### src/rtl/spec_synth_pkg.sv
package spec_synth_pkg;
  typedef enum logic {MODE_TESTER = 1'b0, MODE_HYBRID = 1'b1} gen_mode_e;
  typedef enum logic [1:0] {
    NC_ZERO  = 2'd0,
    NC_ONE   = 2'd1,
    NC_TWO   = 2'd2,
    NC_THREE = 2'd3
  } ncomp_e;
endpackage

### src/rtl/spec_lane.sv
module spec_lane
  import spec_synth_pkg::*;
#(
  parameter int unsigned HAD_ORDER = 3,
  localparam int unsigned NW     = 1 << HAD_ORDER,
  localparam int unsigned LANE_W = 3 * HAD_ORDER + 3
) (
  input  logic [LANE_W-1:0] cfg_i,
  input  logic [NW-1:0]     walsh_i,
  input  logic [1:0]        sel_i,
  input  logic              noise_i,
  output logic              bit_o
);
  localparam int unsigned H = HAD_ORDER;

  logic [H-1:0] idx0, idx1, idx2;
  ncomp_e       ncomp;
  logic         noise_en;
  logic         comp;

  assign idx0     = cfg_i[H-1:0];
  assign idx1     = cfg_i[2*H-1:H];
  assign idx2     = cfg_i[3*H-1:2*H];
  assign ncomp    = ncomp_e'(cfg_i[3*H+1:3*H]);
  assign noise_en = cfg_i[3*H+2];

  // steering: sel_i[0] takes half the slots, sel_i[1] splits the rest
  always_comb begin
    unique case (ncomp)
      NC_TWO:   comp = sel_i[0] ? walsh_i[idx1] : walsh_i[idx0];
      NC_THREE: comp = sel_i[0] ? walsh_i[idx2]
                                : (sel_i[1] ? walsh_i[idx1] : walsh_i[idx0]);
      default:  comp = walsh_i[idx0];
    endcase
  end

  assign bit_o = comp ^ (noise_en & noise_i);
endmodule

### src/rtl/spec_seed_reg.sv
module spec_seed_reg #(
  parameter int unsigned SEED_W = 48
) (
  input  logic              clk_i,
  input  logic              rst_ni,
  input  logic              ld_par_i,
  input  logic [SEED_W-1:0] par_i,
  input  logic              ld_ser_i,
  input  logic              ser_i,
  output logic [SEED_W-1:0] seed_o,
  output logic              ser_o
);
  logic [SEED_W-1:0] seed_q;

  always_ff @(posedge clk_i or negedge rst_ni) begin
    if (!rst_ni)       seed_q <= '0;
    else if (ld_par_i) seed_q <= par_i;
    else if (ld_ser_i) seed_q <= {ser_i, seed_q[SEED_W-1:1]};
  end

  assign seed_o = seed_q;
  assign ser_o  = seed_q[0];

  a_r7_par_load: assert property (@(posedge clk_i) disable iff (!rst_ni)
    ld_par_i |=> seed_q == $past(par_i));
  a_r8_shift: assert property (@(posedge clk_i) disable iff (!rst_ni)
    (ld_ser_i && !ld_par_i) |=> ser_o == $past(seed_q[1]));
  a_r8_idle_keep: assert property (@(posedge clk_i) disable iff (!rst_ni)
    (!ld_ser_i && !ld_par_i) |=> $stable(seed_q));
endmodule

### src/rtl/spec_gen_ctrl.sv
module spec_gen_ctrl
  import spec_synth_pkg::*;
#(
  parameter int unsigned CNT_W = 8
) (
  input  logic             clk_i,
  input  logic             rst_ni,
  input  logic             load_i,
  input  logic             mode_i,
  input  logic [CNT_W-1:0] interval_i,
  output logic             gen_o
);
  logic [CNT_W-1:0] budget_q;

  assign gen_o = !load_i && (budget_q != '0);

  always_ff @(posedge clk_i or negedge rst_ni) begin
    if (!rst_ni) budget_q <= '0;
    else if (load_i)
      budget_q <= (gen_mode_e'(mode_i) == MODE_HYBRID) ? interval_i : CNT_W'(1);
    else if (gen_o)
      budget_q <= budget_q - CNT_W'(1);
  end

  a_r11_no_growth: assert property (@(posedge clk_i) disable iff (!rst_ni)
    !load_i |=> budget_q <= $past(budget_q));
  a_r10_single: assert property (@(posedge clk_i) disable iff (!rst_ni)
    (load_i && gen_mode_e'(mode_i) == MODE_TESTER) |=> (gen_o || load_i) |=> !gen_o || $past(load_i));
endmodule

### src/rtl/spec_synth.sv
module spec_synth
  import spec_synth_pkg::*;
#(
  parameter int unsigned NUM_IN    = 4,
  parameter int unsigned HAD_ORDER = 3,
  parameter int unsigned CNT_W     = 8,
  localparam int unsigned NW     = 1 << HAD_ORDER,
  localparam int unsigned LANE_W = 3 * HAD_ORDER + 3,
  localparam int unsigned SEED_W = NUM_IN * LANE_W
) (
  input  logic              clk_i,
  input  logic              rst_ni,
  input  logic              mode_i,
  input  logic [CNT_W-1:0]  interval_i,
  input  logic [NW-1:0]     walsh_i,
  input  logic [2*NUM_IN-1:0] sel_rnd_i,
  input  logic [NUM_IN-1:0] noise_rnd_i,
  input  logic              ld_par_i,
  input  logic [SEED_W-1:0] seed_par_i,
  input  logic              ld_ser_i,
  input  logic              scan_i,
  output logic              scan_o,
  output logic [NUM_IN-1:0] test_o,
  output logic              vec_o
);
  logic [SEED_W-1:0] seed;
  logic [NUM_IN-1:0] mix;
  logic              load, gen;
  logic [NUM_IN-1:0] test_q;
  logic              vec_q;

  assign load = ld_par_i | ld_ser_i;

  spec_seed_reg #(.SEED_W(SEED_W)) u_seed (
    .clk_i   (clk_i),
    .rst_ni  (rst_ni),
    .ld_par_i(ld_par_i),
    .par_i   (seed_par_i),
    .ld_ser_i(ld_ser_i),
    .ser_i   (scan_i),
    .seed_o  (seed),
    .ser_o   (scan_o)
  );

  spec_gen_ctrl #(.CNT_W(CNT_W)) u_ctrl (
    .clk_i     (clk_i),
    .rst_ni    (rst_ni),
    .load_i    (load),
    .mode_i    (mode_i),
    .interval_i(interval_i),
    .gen_o     (gen)
  );

  for (genvar i = 0; i < NUM_IN; i++) begin : g_lane
    spec_lane #(.HAD_ORDER(HAD_ORDER)) u_lane (
      .cfg_i  (seed[i*LANE_W +: LANE_W]),
      .walsh_i(walsh_i),
      .sel_i  (sel_rnd_i[2*i +: 2]),
      .noise_i(noise_rnd_i[i]),
      .bit_o  (mix[i])
    );
  end

  always_ff @(posedge clk_i or negedge rst_ni) begin
    if (!rst_ni) begin
      test_q <= '0;
      vec_q  <= 1'b0;
    end else begin
      vec_q <= gen;
      if (gen) test_q <= mix;
    end
  end

  assign test_o = test_q;
  assign vec_o  = vec_q;

  a_r9_hold_on_load: assert property (@(posedge clk_i) disable iff (!rst_ni)
    load |=> $stable(test_o));
  a_r9_no_pulse: assert property (@(posedge clk_i) disable iff (!rst_ni)
    load |=> !vec_o);
  a_r12_quiet_hold: assert property (@(posedge clk_i) disable iff (!rst_ni)
    !vec_o |-> $stable(test_o));
endmodule

### config.mk
export PLATFORM = sky130hd
export DESIGN_NAME = spec_synth
export DESIGN_NICKNAME = d
export VERILOG_FILES = /design/src/rtl/spec_synth_pkg.sv /design/src/rtl/spec_lane.sv /design/src/rtl/spec_seed_reg.sv /design/src/rtl/spec_gen_ctrl.sv /design/src/rtl/spec_synth.sv
export SDC_FILE = /design/constraint.sdc
export NUM_CORES = 1
export LEC_CHECK = 0
export CAP_MARGIN = 20
export CORE_MARGIN = 10
export CORE_UTILIZATION = 32
export CTS_CLUSTER_DIAMETER = 40
export DETAILED_ROUTE_END_ITERATION = 10
export PLACE_DENSITY_LB_ADDON = 0.08
export SLEW_MARGIN = 20
export SYNTH_ARGS = -nofsm -noshare
export SYNTH_HDL_FRONTEND = slang
export SYNTH_SLANG_ARGS = --single-unit
### constraint.sdc
create_clock -name clk_i -period 2 [get_ports clk_i]
set_input_delay 0.2 -clock clk_i [delete_from_list [all_inputs] [get_ports clk_i]]
set_output_delay 0.2 -clock clk_i [all_outputs]
set_load 0.01 [all_outputs]
==> results.yml <==
sta:
  timing.final.crit_share_pct: 96.36
  hold_violations: 0
  max_slew_margin_pct: 71.50
  fin_ws_ps: 72.75
  worst_slew_pin_slew_ps: 425.9
  fmax_ghz: 0.5189
  worst_clock_skew_ps: 6.131
  rsz0062_at_grt: "true"
  setup_viol: 0
  fin_worst_hold_slack_ps: 277.7
  fin_crit_ps: 1927
  timing.final.max_slew_violations: 0
worst_setup_path:
  critical_path_arrival_ps: 2140
  timing.critical_path.required_ps: 2210
  number_of_cell_instances_on_the_worst_register_to_register_path: 8
  setup.worst_path.class: "flip-flop to flip-flop"
  endpoint_type_of_the_worst_setup_path: "flip-flop"
  critPathMaxFanout: 8
  regToRegStartpoint: "u_ctrl.budget_q[1]"
  setup.reg_to_reg.worst_slack_ps: 70
  worst_r2r_endpoint: "test_o[3]"
  cp-start-kind: "flip-flop"
run:
  max_cap_viols: 0
cts:
  tritoncts: "yes"
  clock_tree.buffer_depth: 2
  cts_bufs_inserted: 9
  clock_net_sink_count: 61
  ctsRootBufferMaster: "sky130_fd_sc_hd__clkbuf_16"
  worstSkewPairLatency_ps: 330
  htree_num_levels: 3
  path_clk_slew_ps: 50
placed_design:
  hpwlAfterDp_mm: 7.619
  preCtsSetupSlack_ps: -56.64
  io_buf_count: 87
  place.gp.congestion: 0.7686
synthesis:
  main_combinational_cell_family_by_area_after_synthesis: "multiplexers"
  share_of_synthesized_cell_area_in_full_adder_half_adder_and_majority_cells_pct: 0.6345
  synth_xor_area_share_pct: 1.110
  synth_simple_gate_area_share_pct: 11.55
  synth_seq_area_share_pct: 38.71
  ys_types: 32
  synth.largest_area_cell: "sky130_fd_sc_hd__dfrtp_1"
  synth_fp_nets: 476
  avgSynthCellArea_um2: 10.06
  synth_top_cells_by_area: "sky130_fd_sc_hd__dfrtp_1 39%, sky130_fd_sc_hd__mux2i_1 19%, sky130_fd_sc_hd__o21ai_0 7.0%"
  synthesis.yosys.warnings: 0
  post_synth_mux_area_share_pct: 30.33
  synth_top_area_share_pct: 38.71
  syn_area_um2: 3944
  synth_compound_gate_area_share_pct: 12.72
  yosys_register_bits: 61
  synth_cells: 392
global_routing:
  grt_start_max_net_pins: 98
  grt_overflow_total: 0
  first_global_vias: 3460
  track_usage_pct: 13.13
  grt_first_pass_wirelength_mm: 17.86
  grt_antenna_before_repair: 0
die:
  initial_utilization_pct: 32.70
  die_height_um: 131.0
  fp.dieW_um: 131.0
  num_io_pins: 88
  core_region_area_um2: 12060
  die-area_um2: 17160
  num_rows: 40
route:
  highest-signal-layer: "met4"
  m1WireLength_mm: 5.147
  drt-total-wl_mm: 11.00
  drt_pass1_iterations: 4
  vias: 3226
  drt.antenna.violating_nets: 0
  routed-wl-met3_um: 526
  drt_iter0_drc: 214
  remaining_drc_errors: 0
  routed_wire_length_per_instance_um: 16.94
  routed_met2_length_mm: 5.190
  avgViaCountPerCell: 4.971
layout:
  final_nets: 561
  final_common_cell: "sky130_fd_sc_hd__clkdlybuf4s50_1"
  antennaDiodeCount: 0
  leading_cell_types_in_the_layout_fill_and_taps_excluded: "84 x sky130_fd_sc_hd__clkdlybuf4s50_1, 73 x sky130_fd_sc_hd__mux2i_1, 63 x sky130_fd_sc_hd__nand2_1"
  area.growth.synth_to_final_pct: 35.34
  drive_gt1_share_pct: 13.10
  post-route-util_pct: 44.25
hold_path:
  worstHoldStart: "ld_ser_i"
  timing.hold.worst.class: "input pin to flip-flop"
  holdPathStages: 4
  worst_min_delay_path_endpoint: "u_ctrl.budget_q[3]"
power_and_ir_drop:
  vdd_ir_drop_max_mv: 0.3761
  leakage_nw: 2.298
  power.density_nw_per_um2: 735.8
status:
  outcome: "finished clean"
## power by group
part,leakage (nW),internal (mW),switching (mW)
Combinational,1.41,0.535,0.365
Clock,0.139,0.931,0.538
Sequential,0.747,1.38,0.182
Total,2.30,2.84,1.08
## cells by family after synthesis
family,after synthesis
AND/OR/NAND/NOR,105
multiplexers,97
AO/OA/AOI/OAI,83
flip-flops,61
buffers and inverters,39
XOR/XNOR,5
adder cells (fa/ha/maj),2
## through the flow
| stage | std cells | power [mW] | cell area, um^2 | TNS, ps |
|---|---|---|---|---|
| floorplan | 392 | 2.057 | 3944 | 0 |
| global placement | 629 | 2.457 | 4996 | -14.71 |
| detailed placement | 629 | 2.469 | 4996 | -157.6 |
| CTS | 645 | 3.954 | 5285 | 0 |
| global route | 649 | 4.147 | 5338 | -10.88 |
| finish | 649 | 3.927 | 5338 | 0 |
## what timing repair did
action	in CTS	in global routing
resized for setup	0	4
hold endpoints to repair	61	0
buffers inserted	0	3
hold buffers	1	0
setup endpoints to repair	0	4
## layout make-up
type | instances | area (um^2)
multi-input combinational | 292 | 2227
clock inverter | 1 | 5.005
clock buffer | 14 | 274.0
timing repair buffer | 106 | 1069
tap | 168 | 210.2
fill | 1164 | 6724
inverter | 7 | 26.28
sequential | 61 | 1526
## worst max-delay path by stage
stage,from,endpoint,slack [ps],cells past startpoint
6_report,u_ctrl.budget_q[1],test_o[3],70,8
5_1_grt,u_ctrl.budget_q[1],test_o[0],-10,8
4_1_cts,u_ctrl.budget_q[1],test_o[0],30,8
3_5_place_dp,walsh_i[7],test_o[2],-60,7
3_3_place_gp,walsh_i[2],test_o[3],-10,7
2_1_floorplan,u_ctrl.budget_q[0],test_o[1],190,8
## synthesized netlist by cell type, drive strengths merged
cell	number
a211oi	4
a21oi	10
a221oi	4
a32oi	8
buf	15
clkbuf	17
dfrtp	61
ha	2
inv	7
mux2	8
mux2i	73
mux4	16
nand2	63
nand2b	4
nand3	12
nand3b	4
nor2	16
nor3	2
nor3b	1
o21ai	55
o31ai	2
or2	1
or3	1
or3b	1
xnor2	5
## flip-flops by register name, summed over array words and instances (netlist names)
signal	flops
u_ctrl.budget_q	8
vec_o	1
test_o	4
u_seed.seed_o	48
## metal layers
metal	global-route usage [%]	up-vias
li1	-	1588
met1	16.80	1551
met2	21.22	76
met3	3.868	11
met4	3.336	0
met5	0	-
## critical path, cell delays in order, from the launching register on
cell                      delay, ps
sky130_fd_sc_hd__dfrtp_1        410
sky130_fd_sc_hd__inv_2           70
sky130_fd_sc_hd__ha_1           130
sky130_fd_sc_hd__or3b_4         400
sky130_fd_sc_hd__o31ai_4        310
sky130_fd_sc_hd__buf_12         180
sky130_fd_sc_hd__nor2_1          60
sky130_fd_sc_hd__a32oi_1        180
sky130_fd_sc_hd__nand2_1         70
No activity file was read; power rests on OpenSTA's default activity.
